==> config.mk <==
export PLATFORM = sky130hd
export DESIGN_NAME = time_shift_buffer
export DESIGN_NICKNAME = d
export VERILOG_FILES = /design/src/rtl/tsb_pkg.sv /design/src/rtl/tsb_hold_timer.sv /design/src/rtl/tsb_ctrl.sv /design/src/rtl/tsb_datapath.sv /design/src/rtl/time_shift_buffer.sv
export SDC_FILE = /design/constraint.sdc
export NUM_CORES = 1
export LEC_CHECK = 0
export ABC_AREA = 1
export BUFFER_PORTS_ARGS = -buffer_cell sky130_fd_sc_hd__buf_4
export CORE_MARGIN = 5
export CORE_UTILIZATION = 45
export CTS_CLUSTER_SIZE = 20
export DETAILED_ROUTE_END_ITERATION = 16
export PLACE_DENSITY = 0.78
export RECOVER_POWER = 50
export SLEW_MARGIN = 15
export SYNTH_ARGS = -nofsm -noshare
export SYNTH_HDL_FRONTEND = slang
export SYNTH_SLANG_ARGS = --single-unit
==> constraint.sdc <==
create_clock -name clk -period 5.8 [get_ports clk]
set_input_delay 1.16 -clock clk [delete_from_list [all_inputs] [get_ports clk]]
set_output_delay 1.16 -clock clk [all_outputs]
set_load 0.01 [all_outputs]
==> src/rtl/tsb_pkg.sv <==
package tsb_pkg;

  // How the read position is updated in a given cycle
  typedef enum logic [2:0] {
    AGE_KEEP,     // read position unchanged
    AGE_LIVE,     // age forced to zero (newest sample)
    AGE_BEGIN,    // age forced to the oldest held sample
    AGE_REWIND,   // age grows by the jump length, clamped
    AGE_PLAY,     // forward step while the write pointer also steps
    AGE_HOLD,     // paused strobe: keep sample, clamp if overwritten
    AGE_REVERSE   // reverse strobe: one sample older, clamped
  } ageOp_e;

  typedef struct packed {
    logic   wrStb;  // store the incoming sample
    logic   emit;   // play one sample for this strobe
    ageOp_e ageOp;  // read position update
  } ctlStrb_t;

endpackage

==> src/rtl/tsb_hold_timer.sv <==
module tsb_hold_timer #(
  parameter int HOLD_CYCLES = 40
) (
  input  logic clk,
  input  logic rstN,
  input  logic held,
  output logic longHold
);
  localparam int CNT_W = $clog2(HOLD_CYCLES + 1);
  localparam logic [CNT_W-1:0] LIMIT = CNT_W'(HOLD_CYCLES);
  localparam logic [CNT_W-1:0] ONE = CNT_W'(1);

  logic [CNT_W-1:0] holdCnt;

  always_ff @(posedge clk or negedge rstN) begin
    if (!rstN)               holdCnt <= '0;
    else if (!held)          holdCnt <= '0;
    else if (holdCnt != LIMIT) holdCnt <= holdCnt + ONE;
  end

  assign longHold = (holdCnt == LIMIT);
endmodule

==> src/rtl/tsb_ctrl.sv <==
module tsb_ctrl
  import tsb_pkg::*;
(
  input  logic     clk,
  input  logic     rstN,
  input  logic     inStb,
  input  logic     btnRewind,
  input  logic     btnPlay,
  input  logic     btnPause,
  input  logic     btnLive,
  input  logic     btnBegin,
  input  logic     longHold,
  input  logic     atNewest,
  output ctlStrb_t ctl,
  output logic     ledPause,
  output logic     ledLive,
  output logic     ledPower
);
  logic paused, reversing, powerOn;
  logic prevRew, prevPlay, prevPause, prevLive, prevBegin;
  logic liveEdge, beginEdge, pauseEdge, playEdge, rewRelease;

  // Edges are only consumed in strobe-free cycles; otherwise they wait
  assign liveEdge   = btnLive   & ~prevLive   & ~inStb;
  assign beginEdge  = btnBegin  & ~prevBegin  & ~inStb;
  assign pauseEdge  = btnPause  & ~prevPause  & ~inStb;
  assign playEdge   = btnPlay   & ~prevPlay   & ~inStb;
  assign rewRelease = ~btnRewind & prevRew    & ~inStb;

  always_ff @(posedge clk or negedge rstN) begin
    if (!rstN) begin
      prevRew   <= 1'b0;
      prevPlay  <= 1'b0;
      prevPause <= 1'b0;
      prevLive  <= 1'b0;
      prevBegin <= 1'b0;
    end else if (!inStb) begin
      prevRew   <= btnRewind;
      prevPlay  <= btnPlay;
      prevPause <= btnPause;
      prevLive  <= btnLive;
      prevBegin <= btnBegin;
    end
  end

  always_comb begin
    ctl.wrStb = inStb;
    ctl.emit  = inStb & (~paused | reversing);
    ctl.ageOp = AGE_KEEP;
    if (inStb) begin
      if (reversing)   ctl.ageOp = AGE_REVERSE;
      else if (paused) ctl.ageOp = AGE_HOLD;
      else             ctl.ageOp = AGE_PLAY;
    end else if (!reversing) begin
      if (liveEdge)        ctl.ageOp = AGE_LIVE;
      else if (beginEdge)  ctl.ageOp = AGE_BEGIN;
      else if (rewRelease) ctl.ageOp = AGE_REWIND;
    end
  end

  always_ff @(posedge clk or negedge rstN) begin
    if (!rstN) begin
      paused    <= 1'b0;
      reversing <= 1'b0;
      powerOn   <= 1'b0;
    end else begin
      powerOn <= 1'b1;
      if (reversing) begin
        if (rewRelease) reversing <= 1'b0;
      end else begin
        if (longHold && btnRewind) reversing <= 1'b1;
        if (liveEdge)                      paused <= 1'b0;
        else if (beginEdge || rewRelease)  paused <= paused;
        else if (pauseEdge)                paused <= 1'b1;
        else if (playEdge)                 paused <= 1'b0;
      end
    end
  end

  assign ledPause = paused & ~reversing;
  assign ledLive  = ~paused & ~reversing & atNewest;
  assign ledPower = powerOn;
endmodule

==> src/rtl/tsb_datapath.sv <==
module tsb_datapath
  import tsb_pkg::*;
#(
  parameter int ADDR_W   = 6,
  parameter int SAMPLE_W = 12,
  parameter int WORD_W   = 16,
  parameter int JUMP_LEN = 10
) (
  input  logic                clk,
  input  logic                rstN,
  input  ctlStrb_t            ctl,
  input  logic [SAMPLE_W-1:0] inSample,
  input  logic [WORD_W-1:0]   memRdata,
  output logic                memWe,
  output logic [ADDR_W-1:0]   memWaddr,
  output logic [WORD_W-1:0]   memWdata,
  output logic                memRe,
  output logic [ADDR_W-1:0]   memRaddr,
  output logic [SAMPLE_W-1:0] outSample,
  output logic                outStb,
  output logic                atNewest
);
  localparam int DEPTH = 1 << ADDR_W;
  localparam int AGE_W = ADDR_W + 2;
  localparam logic [ADDR_W-1:0] ONE_A   = ADDR_W'(1);
  localparam logic [AGE_W-1:0]  ONE_G   = AGE_W'(1);
  localparam logic [AGE_W-1:0]  TWO_G   = AGE_W'(2);
  localparam logic [AGE_W-1:0]  DEPTH_G = AGE_W'(DEPTH);
  localparam logic [AGE_W-1:0]  JUMP_G  = AGE_W'(JUMP_LEN);

  logic [ADDR_W-1:0] wrPtr, rdPtr, wrNext, ageRaw, base, rdNext;
  logic              full, fullNext, empty, readPend, zeroPend;
  logic [AGE_W-1:0]  agePre, countCur, countNext, limCur, limPost, ageSel;
  logic [WORD_W-SAMPLE_W-1:0] unusedRdHi;
  logic [AGE_W-ADDR_W-1:0]    unusedAgeHi;

  function automatic logic [AGE_W-1:0] minAge(input logic [AGE_W-1:0] a,
                                               input logic [AGE_W-1:0] b);
    return (a < b) ? a : b;
  endfunction

  always_comb begin
    empty     = ~full & (wrPtr == '0);
    wrNext    = wrPtr + ONE_A;
    fullNext  = full | (wrPtr == '1);
    countCur  = full ? DEPTH_G : {2'b00, wrPtr};
    countNext = fullNext ? DEPTH_G : {2'b00, wrNext};
    limCur    = empty ? '0 : countCur - ONE_G;
    limPost   = countNext - ONE_G;
    ageRaw    = wrPtr - rdPtr - ONE_A;
    agePre    = {2'b00, ageRaw};
    base      = wrPtr;
    ageSel    = '0;
    case (ctl.ageOp)
      AGE_LIVE:    ageSel = '0;
      AGE_BEGIN:   ageSel = limCur;
      AGE_REWIND:  ageSel = minAge(agePre + JUMP_G, limCur);
      AGE_HOLD: begin
        base   = wrNext;
        ageSel = minAge(agePre + ONE_G, limPost);
      end
      AGE_REVERSE: begin
        base   = wrNext;
        ageSel = minAge(agePre + TWO_G, limPost);
      end
      default:     ageSel = '0;
    endcase
    case (ctl.ageOp)
      AGE_KEEP: rdNext = rdPtr;
      AGE_PLAY: rdNext = rdPtr + ONE_A;
      default:  rdNext = base - ONE_A - ageSel[ADDR_W-1:0];
    endcase
  end

  assign unusedRdHi  = memRdata[WORD_W-1:SAMPLE_W];
  assign unusedAgeHi = ageSel[AGE_W-1:ADDR_W];

  assign memWe    = ctl.wrStb;
  assign memWaddr = wrPtr;
  assign memWdata = WORD_W'(inSample);
  assign memRe    = ctl.emit & ~empty;
  assign memRaddr = rdPtr;
  assign atNewest = (rdPtr + ONE_A) == wrPtr;

  always_ff @(posedge clk or negedge rstN) begin
    if (!rstN) begin
      wrPtr     <= '0;
      full      <= 1'b0;
      rdPtr     <= '1;
      readPend  <= 1'b0;
      zeroPend  <= 1'b0;
      outStb    <= 1'b0;
      outSample <= '0;
    end else begin
      if (ctl.wrStb) begin
        wrPtr <= wrNext;
        full  <= fullNext;
      end
      rdPtr    <= rdNext;
      readPend <= memRe;
      zeroPend <= ctl.emit & empty;
      outStb   <= readPend | zeroPend;
      if (readPend)      outSample <= memRdata[SAMPLE_W-1:0];
      else if (zeroPend) outSample <= '0;
    end
  end
endmodule

==> src/rtl/time_shift_buffer.sv <==
module time_shift_buffer
  import tsb_pkg::*;
#(
  parameter int ADDR_W      = 6,
  parameter int JUMP_LEN    = 10,
  parameter int HOLD_CYCLES = 40
) (
  input  logic              clk,
  input  logic              rstN,
  input  logic [11:0]       inSample,
  input  logic              inStb,
  input  logic              btnRewind,
  input  logic              btnPlay,
  input  logic              btnPause,
  input  logic              btnLive,
  input  logic              btnBegin,
  output logic              memWe,
  output logic [ADDR_W-1:0] memWaddr,
  output logic [15:0]       memWdata,
  output logic              memRe,
  output logic [ADDR_W-1:0] memRaddr,
  input  logic [15:0]       memRdata,
  output logic [11:0]       outSample,
  output logic              outStb,
  output logic              ledPause,
  output logic              ledLive,
  output logic              ledPower
);
  ctlStrb_t ctl;
  logic     longHold, atNewest;

  tsb_hold_timer #(.HOLD_CYCLES(HOLD_CYCLES)) hold_i (
    .clk(clk), .rstN(rstN), .held(btnRewind), .longHold(longHold)
  );

  tsb_ctrl ctrl_i (
    .clk(clk), .rstN(rstN), .inStb(inStb),
    .btnRewind(btnRewind), .btnPlay(btnPlay), .btnPause(btnPause),
    .btnLive(btnLive), .btnBegin(btnBegin),
    .longHold(longHold), .atNewest(atNewest), .ctl(ctl),
    .ledPause(ledPause), .ledLive(ledLive), .ledPower(ledPower)
  );

  tsb_datapath #(
    .ADDR_W(ADDR_W), .SAMPLE_W(12), .WORD_W(16), .JUMP_LEN(JUMP_LEN)
  ) dp_i (
    .clk(clk), .rstN(rstN), .ctl(ctl), .inSample(inSample),
    .memRdata(memRdata), .memWe(memWe), .memWaddr(memWaddr),
    .memWdata(memWdata), .memRe(memRe), .memRaddr(memRaddr),
    .outSample(outSample), .outStb(outStb), .atNewest(atNewest)
  );
endmodule

Word-level counts from Yosys, hierarchy flattened
Cells that the tools add are included.
- register bits: 42
- input port bits: 36
- output and inout port bits: 46
- word-level logic and storage cells: 107
- $add $sub $neg: 12
- $lt $le $gt $ge: 3
- equality and inequality tests: 11
- muxes and demuxes: 27
- bitwise operators: 30
- reduce and logical (&&, ||, !) cells: 8
- operators by type and width (kind ; number):
    2-to-1 mux 6 bit ; 6
    < comparator 7 x 8 -> 1 bit ; 3
    2-to-1 mux 12 bit ; 2
    one-hot mux 6 bit (4 select lines) ; 1
    adder 6 x 1 -> 6 bit, second input constant ; 3
    bitwise AND 1 bit ; 17
    2-to-1 mux 3 bit ; 5
    2-to-1 mux 7 bit ; 2
    equality test 6 bit, second input constant ; 2
    one-hot mux 6 bit (2 select lines) ; 1
    subtractor 6 x 1 -> 6 bit, second input constant ; 2
    subtractor 6 bit ; 2
    inverter 1 bit ; 10
    equality test 3 bit, second input constant ; 3
    2-to-1 mux 1 bit ; 8
    2-to-1 mux 8 bit ; 1
    subtractor 7 x 1 -> 8 bit, second input constant ; 1
    subtractor 8 x 1 -> 8 bit, second input constant ; 1
    adder 6 x 1 -> 7 bit, second input constant ; 1
    adder 6 x 2 -> 7 bit, second input constant ; 1
    adder 6 x 4 -> 7 bit, second input constant ; 1
    equality test 3 x 2 -> 1 bit, second input constant ; 2
    equality test 6 bit ; 1
    logical NOT 6 bit ; 1
    other kinds (11) ; 14

Depth between registers and ports, before layout
Gate-level depths: netlist of run 1.
- depth after elaboration: 14
- depth in mapped cells: 39
- gate-level depth less buffers: 39

By module
From an unflattened synthesis of run 1, not the netlist that was laid out.
- cell total of the unflattened synthesis: 630
- area total of the unflattened synthesis: 4220.3 sq um
- modules (own cells, without submodules) (module ; times used ; cells an instance ; area each (sq um) ; seq. area each (sq um)):
    tsb_datapath ; 1 ; 532 ; 3457.1 ; 708.2
    tsb_ctrl ; 1 ; 54 ; 416.6 ; 200.2
    tsb_hold_timer ; 1 ; 44 ; 346.6 ; 150.1

Least setup slack after synthesis of run 1
OpenSTA, ideal clock, no wires.
- path type: reg2reg
- start point: reg dp_i.wrPtr[0], in the netlist dp_i.memWaddr[0]
- end point: reg dp_i.rdPtr[5], in the netlist dp_i.memRaddr[5]
- data arrival time: 4.441 ns
- slack: 1.284 ns
- stages on the path, launching flop included: 36
- path buffers: 0
- clock period less this slack: 4.516 ns
- cell sequence: dfrtp_1 -> ha_1 -> inv_1 -> fa_1 -> xnor2_1 -> ha_1 -> nand2_1 -> inv_1 -> nand3_1 -> nand2_1 -> inv_1 -> ha_1 -> a21oi_1 -> nand2_1 -> nand2_1 -> nand3_1 -> nand2_1 -> nand2_2 -> nand2_4 -> clkinv_4 -> nand2_1 -> o21ai_1 -> o22ai_1 -> a21oi_1 -> ha_1 -> a21oi_1 -> nand2_1 -> nand2_1 -> nand2_1 -> a21oi_1 -> xor2_1 -> inv_1 -> nand4_1 -> nand3_1 -> nand2_1 -> nand2_1
- longest elaborated chain between the ends: 9
- elaborated cells between the ends (all ways): 26
- classes of those cells: add/sub: 10; order compare: 3; eq/ne: 1; mux: 9; bitwise: 2; reduce/logical: 1
- ends and longest elaborated chain (what ; RTL line ; RTL):
    start, declared ; tsb_datapath.sv:31 ; logic [ADDR_W-1:0] wrPtr, rdPtr, wrNext, ageRaw, base, rdNext;
    start signal, assigned ; tsb_datapath.sv:96 ; wrPtr <= wrNext;
    parallel branches: the longest is 7 deep, another holds < comparator 7 x 8 -> 1 bit ; -- ;
    subtractor 6 bit (*) ; tsb_datapath.sv:71 ; default: rdNext = base - ONE_A - ageSel[ADDR_W-1:0];
    one-hot mux 6 bit (2 select lines) (*) ; tsb_datapath.sv:68 ; case (ctl.ageOp)
    end signal, assigned ; tsb_datapath.sv:99 ; rdPtr <= rdNext;
    end, declared ; tsb_datapath.sv:31 ;
Every way passes the cells marked *.
A chain may end at the register's enable or synchronous reset.

Final worst setup path of run 1
- start point: reg dp_i.rdPtr[0], in the netlist dp_i.memRaddr[0]
- end point: reg dp_i.rdPtr[5], in the netlist dp_i.memRaddr[5]
- longest elaborated chain between the ends: 8
- elaborated cells between the ends (all ways): 15
- classes of those cells: add/sub: 7; order compare: 3; mux: 5
- ends and longest elaborated chain (what ; RTL line ; RTL):
    subtractor 6 bit ; tsb_datapath.sv:50 ; ageRaw = wrPtr - rdPtr - ONE_A;
    subtractor 6 x 1 -> 6 bit ; tsb_datapath.sv:50 ;
    adder 6 x 2 -> 7 bit, or another cell as far along ; tsb_datapath.sv:64 ; ageSel = minAge(agePre + TWO_G, limPost);
    < comparator 7 x 8 -> 1 bit ; tsb_datapath.sv:39 ; return (a < b) ? a : b;
    2-to-1 mux 6 bit ; tsb_datapath.sv:39 ;
    one-hot mux 6 bit (4 select lines) ; tsb_datapath.sv:54 ; case (ctl.ageOp)
    subtractor 6 bit ; tsb_datapath.sv:71 ;
    one-hot mux 6 bit (2 select lines) (*) ; tsb_datapath.sv:68 ;
Every way passes the cells marked *; elsewhere a longest branch is shown, timed or not.

==> impl_metrics.csv, run 1 <==
group,metric,value,unit
timing,hold_violations,0,
yosys,yosysWarnings,0,
grt,grt_pass1_vias,3773,
floorplanning,ioPinCount,82,
place,hpwlAfterDp,8200,µm
timing,final.setup.tns,0,ns
grt,grt_max_degree,43,
grt,gr-total-overflow,0,
clock_network,cts_buffers,5,
clock_network,clock_path_buffers,2,
yosys,yosysSeqAreaShare,0.257,
outcome,violations,"capacitance limit, slew limit",
finish,layout_common_cells,"153 x nand2_1, 90 x inv_1, 58 x o21ai_0, 48 x buf_4, 41 x nor2_1",
power,p_sw,1.57,mW
critical_path,crit_top_cell,"nand2_1",
finish,area_growth,11.2,%
timing,min_period,5.15,ns
clock_network,insertion_delay,0.29,ns
critical_path,slowest_delay,0.61,ns
flow_run,cap_violations,1,
power,p_sw_frac,0.541,
route,drt_iter0_markers,267,
grt,grt_usage,0.190,
yosys,synth_area_per_cell,6.84,µm²
clock_network,post_cts_resized,0,
timing,grt_setup_unrepaired,"false",
timing,tightest_slew,2.21,ns
route,ant_nets,0,
critical_path,required,6.03,ns
power,p_leak,2.44,nW
clock_network,path_clk_slew,0.07,ns
yosys,synth_cell_types,46,
timing,fin_skew,0.00450,ns
power,internal-power,1.33,mW
route,via_count,3982,
floorplanning,die_w,106,µm
finish,drive_gt1_frac,0.158,
yosys,synthesis.area,4120,µm²
outcome,outcome,"finished, violations left",
yosys,synth_seq_cells,42,
power,p_clk_frac,0.081,
route,drt-wirelength-per-cell,13.8,µm
power,seqPwrFrac,0.169,
timing,fmax,194,MHz
timing,slew_headroom,-0.476,
timing,slew_violations,43,
finish,nets,710,
floorplanning,initial_utilization,0.454,
grt,antenna_found_initial,0,
grt,grt_pass1_wl,17700,µm
critical_path,critPathLaunchType,"flop",
clock_network,htree_levels,2,
power,power_density,632,nW/µm²
floorplanning,rows,35,
critical_path,crit_family,"adder cells",
finish,fin_util,0.505,
route,drc_errors,0,
critical_path,end_kind,"flop",
floorplanning,core_area,9060,µm²
place,numPortBuffers,49,
critical_path,cp.arrival,5.37,ns
clock_network,cts.sinks,42,
floorplanning,dieHeight,106,µm
clock_network,hold_buffers,0,
floorplanning,die-area,11200,µm²
clock_network,cts_tree,"done",
clock_network,clockRootBuffer,"clkbuf_8",
timing,period_share,0.888,
critical_path,cp.buffers_inverters,7,
route,drt-total-wl,10300,µm
yosys,synth_ff_type,"dfrtp_1",
route,avgViaCountPerCell,5.32,
timing,setup_violations,0,
yosys,synth_edf_count,0,
yosys,ys_async_sr_fraction,1.00,
critical_path,cp_slowest_cell,"dfstp_2",
critical_path,crit_fanout,6,
power,pwr-share-comb,0.751,
critical_path,timing_worst_setup_path_type,"reg2reg",
route,first_pass_iters,5,
place,place_congestion,0.940,
power,peakVddDrop,0.000263,V
finish,diodes,0,
worst_hold_path,hold_path.class,"reg2reg",
yosys,synth_cells,602,
finish,final_common_cell,"nand2_1",
clock_network,post_cts_buffers,0,
## area by class of cell
| class | count | area, µm² |
|---|---|---|
| fill | 890 | 4490 |
| timing repair buffer | 51 | 372 |
| sequential | 42 | 1060 |
| tap | 111 | 139 |
| clock inverter | 1 | 30.0 |
| clock buffer | 6 | 82.6 |
| multi-input combinational | 438 | 2510 |
| inverter | 100 | 388 |
## synthesized netlist by cell type (all sizes together), types with 3 or more instances
library cell,n,area share
ha,34,0.10
buf,22,0.039
nand2,166,0.16
nand3,37,0.050
clkinv,3,0.0052
o21ai,65,0.080
dfrtp,36,0.22
inv,97,0.089
o211ai,5,0.012
xor2,20,0.044
dfstp,6,0.038
a21oi,24,0.029
nand4,5,0.0076
nor3,8,0.013
xnor2,4,0.010
a22oi,3,0.0055
clkbuf,3,0.0027
nor2,44,0.046
## layer usage
layer | global-route usage | share of wire
met4 | 0.0453 | 0.017
met1 | 0.260 | 0.45
met3 | 0.0300 | 0.062
met5 | 0 | 0
met2 | 0.314 | 0.47
## through the flow
step                      power, mW  std cells  hold WS (ns)  cell area, µm²  setup slack (ns)
after global routing           3.24        749         0.511            4580             0.188
after global placement         2.56        742         0.457            4480             0.837
after detailed placement       2.62        742         0.469            4480             0.731
final                          2.89        749         0.480            4580             0.651
after floorplan                2.08        605         0.444            4130              1.28
after CTS                      2.89        749         0.488            4590             0.706
## logic make-up (layout without fill, tap and decap cells)
logic type | Yosys count | in the layout | share of synthesized area
buffers and inverters | 125 | 158 | 0.136
other | 2 | 5 | 0.00182
AOI/OAI and AO/OA | 107 | 107 | 0.148
xor gates and xnor gates | 24 | 24 | 0.0547
adders and majority gates | 36 | 36 | 0.113
DFF | 42 | 42 | 0.257
and+or+nand+nor | 266 | 266 | 0.289
## power by group through the flow
stage	Clock [mW]	Combinational, mW	Sequential, mW
3_5_place_dp	0	2.13	0.488
2_1_floorplan	0	1.59	0.490
3_3_place_gp	0	2.07	0.485
6_report	0.234	2.17	0.488
5_1_grt	0.253	2.49	0.498
4_1_cts	0.239	2.16	0.484
## final timing paths
kind / endpoint / startpoint / slack (ns) / depth (start not counted)
worst max-delay path: dp_i.memRaddr[5]$_DFFE_PN1P_ / dp_i.memRaddr[0]$_DFFE_PN1P_ / 0.65 / 35
worst min-delay path: ctrl_i.prevLive$_DFFE_PN0N_ / ctrl_i.prevLive$_DFFE_PN0N_ / 0.48 / 2
worst max register to register: dp_i.memRaddr[5]$_DFFE_PN1P_ / dp_i.memRaddr[0]$_DFFE_PN1P_ / 0.65 / 35
worst min register to register: ctrl_i.prevLive$_DFFE_PN0N_ / ctrl_i.prevLive$_DFFE_PN0N_ / 0.48 / 2
max in group asynchronous: dp_i.outSample[8]$_DFFE_PN0P_ / rstN / 3.02 / 1
min in group asynchronous: hold_i.holdCnt[4]$_DFFE_PN0N_ / rstN / 1.52 / 1
## registers in the layout, summed over array words and instances, names as in the netlist
register / flops
dp_i.memWaddr: 6
ctrl_i.reversing: 1
ctrl_i.prevBegin: 1
ctrl_i.prevRew: 1
dp_i.outStb: 1
dp_i.outSample: 12
ctrl_i.prevPause: 1
dp_i.readPend: 1
dp_i.memRaddr: 6
ctrl_i.paused: 1
dp_i.full: 1
ctrl_i.ledPower: 1
ctrl_i.prevLive: 1
hold_i.holdCnt: 6
dp_i.zeroPend: 1
ctrl_i.prevPlay: 1
## worst reg2reg max path, delay by kind of cell (launching register included)
| family | cells | cell delay, ns |
|---|---|---|
| AND/OR/NAND/NOR | 16 | 1.29 |
| AO/OA/AOI/OAI | 6 | 0.86 |
| adder cells (fa/ha/maj) | 5 | 1.57 |
| XOR/XNOR | 1 | 0.20 |
| buffers and inverters | 7 | 0.56 |
| flip-flops | 1 | 0.61 |
(Power assumes the default switching activity.)
==> run 2: changes to the inputs <==
--- a/config.mk
+++ b/config.mk
@@ -7,4 +7,4 @@
 export LEC_CHECK = 0
-export ABC_AREA = 1
 export BUFFER_PORTS_ARGS = -buffer_cell sky130_fd_sc_hd__buf_4
+export CAP_MARGIN = 5
 export CORE_MARGIN = 5
==> constraint.sdc (replaced) <==
create_clock -name clk -period 5.8 [get_ports clk]
set_input_delay 0.58 -clock clk [delete_from_list [all_inputs] [get_ports clk]]
set_output_delay 0.58 -clock clk [all_outputs]
set_load 0.01 [all_outputs]
==> run 2 against run 1 <==
  * The run still ends with capacitance limit, slew limit left
  * Maximum frequency fell by 7.8%
  * Critical path depth fell by 7
  * Register-to-register slack got worse by 0.44 ns
  * Synthesized cell count fell by 18%
  * Utilization rose by 2.0 points
  * Sequential cell count did not move
  * Cell area rose by 4.9%
  * Sequential share of layout area fell by 1.0 points
  * Via count fell by 4.9%
  * Cell count fell by 14%
==> impl_metrics.csv, run 2 <==
group,metric,value,unit
critical_path,end_kind,"flop",
yosys,synth-simple-area-share,0.188,
clock_network,hold_buffers,0,
yosys,synth_ff_type,"dfrtp_1",
timing,setup_violations,0,
critical_path,crit_top_cell,"ha_1",
place,hpwlAfterDp,8450,µm
floorplanning,rows,35,
critical_path,critPathLaunchType,"flop",
clock_network,cts.sinks,42,
clock_network,cts_buffers,5,
route,drt-total-wl,10900,µm
yosys,synthAdderAreaFrac,0.116,
grt,grt_usage,0.189,
timing,fin_skew,0.00582,ns
yosys,yosysWarnings,0,
grt,grt_max_degree,43,
yosys,synthXorXnorAreaFrac,0.102,
timing,final.setup.tns,0,ns
critical_path,timing_worst_setup_path_type,"reg2reg",
finish,nets,604,
critical_path,crit_fanout,9,
finish,largest-register,"dp_i.outSample",
finish,largest_reg_flops,12,
yosys,synth_edf_count,0,
timing,hold_violations,0,
outcome,outcome,"finished, violations left",
yosys,ys_top_cells_by_area,"dfrtp_1 22%, ha_1 10%, xnor2_1 4.8%, xor2_1 4.4%, nor2_1 3.9%",
grt,gr-total-overflow,0,
critical_path,required,6.00,ns
yosys,yosysTopAreaCell,"dfrtp_1",
timing,fmax,179,MHz
clock_network,clock_path_buffers,2,
critical_path,cp_slowest_cell,"dfrtp_2",
finish,layout_common_cells,"68 x buf_4, 44 x nor2_1, 37 x nand2_1, 35 x dfrtp_1, 32 x ha_1",
grt,grt_pass1_vias,3630,
route,first_pass_iters,4,
timing,holdWs,0.476,ns
clock_network,clockRootBuffer,"clkbuf_8",
route,drc_errors,0,
timing,min_period,5.58,ns
floorplanning,initial_utilization,0.457,
critical_path,cp.arrival,5.78,ns
outcome,violations,"capacitance limit, slew limit",
clock_network,insertion_delay,0.29,ns
yosys,synth_top_area_frac,0.215,
finish,diodes,0,
place,preCtsSetupSlack,0.0440,ns
timing,setup_ws,0.216,ns
yosys,synth_cells,493,
route,via_count,3787,
yosys,yosysSeqAreaShare,0.253,
yosys,synth_compound_area_frac,0.214,
place,numPortBuffers,49,
timing,slew_headroom,-0.452,
yosys,synth.top_cells.by_count,"44 x nor2_1, 37 x nand2_1, 36 x dfrtp_1",
route,drt_iter0_markers,252,
worst_hold_path,hold_path.class,"reg2reg",
clock_network,cts_tree,"done",
floorplanning,core_area,9150,µm²
floorplanning,dieHeight,106,µm
yosys,yosys-mux-area-fraction,0.0359,
yosys,synth_top_family_by_area,"compound AO/OA/AOI/OAI gates",
route,avgViaCountPerCell,5.89,
finish,area_growth,14.8,%
finish,final_common_cell,"buf_4",
flow_run,cap_violations,1,
place,place_area,4580,µm²
floorplanning,die_w,106,µm
critical_path,slowest_delay,0.45,ns
route,drt-wirelength-per-cell,17.0,µm
floorplanning,die-area,11300,µm²
clock_network,path_clk_slew,0.08,ns
finish,final_area,4800,µm²
route,ant_nets,0,
yosys,synthesis.area,4180,µm²
finish,drive_gt1_frac,0.237,
yosys,synth_area_per_cell,8.48,µm²
timing,period_share,0.963,
grt,grt_pass1_wl,17600,µm
yosys,synth_seq_cells,42,
yosys,ys_async_sr_fraction,1.00,
grt,antenna_found_initial,0,
timing,slew_violations,43,
timing,tightest_slew,2.18,ns
place,place_congestion,0.948,
yosys,synth_cell_types,76,
clock_network,htree_levels,2,
yosys,synth_most_common_cell,"nor2_1",
floorplanning,ioPinCount,82,
run 2: changes by cell type in the layout (fill, tap and decap cells not counted), moves of 6 or more:
cell and delta:
o21ai_0 -40, nand2b_1 +13, xnor2_1 +19, a211oi_1 +6
nand2_2 -10, a22o_1 +13, inv_1 -59, nand2_1 -116
nand3_1 -23, mux2_2 +6, nor2b_1 +6, nor3_1 +10
buf_4 +20, a21oi_1 -9
run 2: per-stage QoR:
stage | cells | utilization
5_1_grt | 643 | 0.525
2_1_floorplan | 496 | -
6_report | 643 | 0.525
3_3_place_gp | 633 | 0.501
3_5_place_dp | 633 | 0.501
4_1_cts | 640 | 0.514
run 2: what timing repair did:
action / CTS / global route
hold endpoints to repair: 0 / 0
buffers inserted: 0 / 3
cloned: 0 / 0
gates resized for setup: 2 / 19
pin swaps: 0 / 3
endpoints found under the setup margin: 1 / 1
run 2: final cells by class:
class,count,area (µm²)
fillers,821,4350
multi-input cells,380,2850
flip-flops and latches,42,1060
repair buffers,70,518
well taps,111,139
inverters,33,124
clock buffers,6,82.6
clock inverters,1,30.0
run 2: final timing paths:
path,cells after the start,end,slack (ns),start
min in group asynchronous,1,dp_i.outSample[1]$_DFFE_PN0P_,0.92,rstN
max,28,dp_i.memRaddr[5]$_DFFE_PN1P_,0.22,dp_i.memWaddr[0]$_DFFE_PN0P_
max in group asynchronous,1,dp_i.memWaddr[0]$_DFFE_PN0P_,3.47,rstN
max reg2reg,28,dp_i.memRaddr[5]$_DFFE_PN1P_,0.22,dp_i.memWaddr[0]$_DFFE_PN0P_
min,1,ctrl_i.paused$_DFFE_PN0P_,0.48,ctrl_i.prevPause$_DFFE_PN0N_
min reg2reg,1,ctrl_i.paused$_DFFE_PN0P_,0.48,ctrl_i.prevPause$_DFFE_PN0N_
run 2: kinds of logic after synthesis:
kind of cell    after synthesis
other cells                   2
xor+xnor                     46
mux                          13
flops                        42
buf+inv                      74
simple gates                158
fa+ha+maj                    38
compound gates              120
run 2: worst max-delay path: cells and delay by family, from the launching register on:
kind,cells,cell delay [ns]
buf+inv,3,0.46
flops,1,0.45
xor+xnor,2,0.46
fa+ha+maj,4,1.07
mux,2,0.41
simple gates,3,0.36
compound gates,14,2.28
run 2: per-layer routing:
| metal | GRT usage | wire [µm] | vias up |
|---|---|---|---|
| met4 | 0.0426 | 171 | 0 |
| met1 | 0.261 | 4750 | 1821 |
| met5 | 0 | 0 | - |
| li1 | - | - | 1805 |
| met3 | 0.0273 | 663 | 24 |
| met2 | 0.312 | 5350 | 137 |
Power of run 2 is not shown: default switching activity piles up to over one toggle a cycle in this logic, so the estimate is an artifact.
==> run 3: changes to the inputs <==
- ABC_AREA: unset -> 1
- PLACE_DENSITY: 0.78 -> 0.68
==> run 3 against run 2 <==
  * The flow still finishes with violations (capacitance limit, slew limit)
  * Die area is 1.4% lower
  * Register-to-register slack better by 0.36 ns
  * Setup slack better by 0.36 ns
  * Cell count is 17% higher
  * Utilization is 1.5 points lower
  * Hold slack better by 0.011 ns
  * Non-clock buffer count is 18 lower
==> impl_metrics.csv, run 3 (synthesis gave the netlist of run 1 again) <==
group,metric,value,unit
outcome,outcome,"finished, violations left",
outcome,violations,"capacitance limit, slew limit",
power,p_leak,2.46,nW
floorplanning,die-area,11200,µm²
route,avgViaCountPerCell,5.26,
power,p_sw,1.63,mW
clock_network,htree_levels,2,
finish,area_growth,12.1,%
critical_path,timing_worst_setup_path_type,"reg2reg",
power,peakVddDrop,0.000220,V
critical_path,rr_endpoint,"dp_i.memRaddr[5]$_DFFE_PN1P_",
floorplanning,initial_utilization,0.454,
clock_network,cts_buffers,5,
floorplanning,die_w,106,µm
place,preCtsSetupSlack,0.601,ns
critical_path,end_kind,"flop",
route,first_pass_iters,7,
floorplanning,core_area,9060,µm²
timing,final.setup.tns,0,ns
route,ant_nets,0,
route,drc_errors,0,
power,internal-power,1.38,mW
clock_network,cts_tree,"done",
timing,period_share,0.900,
route,via_count,3949,
finish,drive_gt1_frac,0.163,
critical_path,regToRegStartpoint,"dp_i.memRaddr[0]$_DFFE_PN1P_",
finish,diodes,0,
timing,grt_setup_unrepaired,"false",
power,seqPwrFrac,0.156,
worst_hold_path,hold_start,"ctrl_i.prevBegin$_DFFE_PN0N_",
critical_path,crit_top_cell,"nand2_1",
grt,gr-total-overflow,0,
place,place_area,4480,µm²
finish,largest_reg_flops,12,
power,p_sw_frac,0.541,
grt,grt_pass1_vias,3722,
floorplanning,rows,35,
critical_path,cp.arrival,5.45,ns
worst_hold_path,min_to,"ctrl_i.prevBegin$_DFFE_PN0N_",
finish,fin_util,0.509,
timing,holdWs,0.486,ns
timing,min_period,5.22,ns
finish,nets,711,
clock_network,clockRootBuffer,"clkbuf_8",
critical_path,reg2reg_setup_slack,0.58,ns
power,power_density,651,nW/µm²
critical_path,cp_slowest_cell,"dfstp_2",
clock_network,post_cts_resized,0,
flow_run,cap_violations,1,
power,p_clk_frac,0.096,
grt,grt_usage,0.192,
clock_network,path_clk_slew,0.08,ns
clock_network,cts.sinks,42,
critical_path,slowest_delay,0.59,ns
floorplanning,dieHeight,106,µm
critical_path,crit_fanout,6,
critical_path,r2r_cells,35,
clock_network,clock_path_buffers,2,
critical_path,startpoint,"dp_i.memRaddr[0]$_DFFE_PN1P_",
route,drt-wirelength-per-cell,13.9,µm
place,hpwlAfterDp,8310,µm
grt,grt_max_degree,43,
finish,final_common_cell,"nand2_1",
timing,fin_skew,0.00222,ns
timing,hold_violations,0,
timing,slew_violations,43,
clock_network,post_cts_buffers,0,
grt,antenna_found_initial,0,
critical_path,required,6.03,ns
power,pwr-share-comb,0.749,
place,place_congestion,0.940,
timing,setup_ws,0.578,ns
timing,setup_violations,0,
finish,largest-register,"dp_i.outSample",
grt,grt_pass1_wl,17700,µm
finish,final_area,4610,µm²
clock_network,insertion_delay,0.29,ns
worst_hold_path,hold_path.class,"reg2reg",
finish,layout_common_cells,"153 x nand2_1, 90 x inv_1, 58 x o21ai_0, 49 x buf_4, 41 x nor2_1",
timing,tightest_slew,2.27,ns
timing,slew_headroom,-0.513,
clock_network,hold_buffers,0,
route,drt_iter0_markers,281,
route,drt-total-wl,10500,µm
floorplanning,ioPinCount,82,
critical_path,critPathLaunchType,"flop",
place,numPortBuffers,49,
timing,fmax,191,MHz
worst_hold_path,min_delay_path_depth,2,
-- run 3: how the worst max path moves through the flow --
stage | to | depth (start not counted) | slack (ns)
after floorplan | dp_i.memRaddr[5]$_DFFE_PN1P_ | 35 | 1.28
after global placement | dp_i.memRaddr[5]$_DFFE_PN1P_ | 37 | 0.68
after detailed placement | dp_i.memRaddr[5]$_DFFE_PN1P_ | 35 | 0.60
after CTS | dp_i.memRaddr[5]$_DFFE_PN1P_ | 35 | 0.56
after global routing | dp_i.memRaddr[5]$_DFFE_PN1P_ | 35 | 0.09
final | dp_i.memRaddr[5]$_DFFE_PN1P_ | 35 | 0.58
-- run 3: worst max-delay path, delay by kind of cell, from the launching register on --
family / cells / cell delay, ns
fa+ha+maj: 5 / 1.62
flops: 1 / 0.59
compound gates: 6 / 0.88
simple gates: 16 / 1.29
xor+xnor: 1 / 0.20
buf+inv: 7 / 0.58
-- run 3: layout make-up --
| type | count | area, µm² |
|---|---|---|
| clock inverter | 2 | 60.1 |
| sequential | 42 | 1060 |
| timing repair buffer | 52 | 379 |
| inverter | 100 | 387 |
| multi-input combinational | 438 | 2510 |
| fill | 938 | 4450 |
| clock buffer | 6 | 82.6 |
| tap | 111 | 139 |
-- run 3: metrics by stage --
step / instances / power [mW]
finish: 751 / 3.00
global route: 751 / 3.32
CTS: 751 / 2.99
detailed placement: 743 / 2.69
global placement: 743 / 2.64
floorplan: 605 / 2.08
-- run 3: power by group through the flow --
stage	sequential, mW	clock (mW)	combinational [mW]
floorplan	0.490	0	1.59
global placement	0.469	0	2.17
detailed placement	0.473	0	2.21
CTS	0.467	0.290	2.24
global route	0.483	0.305	2.53
finish	0.467	0.288	2.25
-- run 3: layer usage --
| metal | vias to the layer above | wire length (µm) | GRT usage |
|---|---|---|---|
| met5 | - | 0 | 0 |
| met2 | 114 | 4870 | 0.318 |
| li1 | 1982 | - | - |
| met3 | 14 | 546 | 0.0306 |
| met1 | 1839 | 4870 | 0.265 |
| met4 | 0 | 167 | 0.0426 |
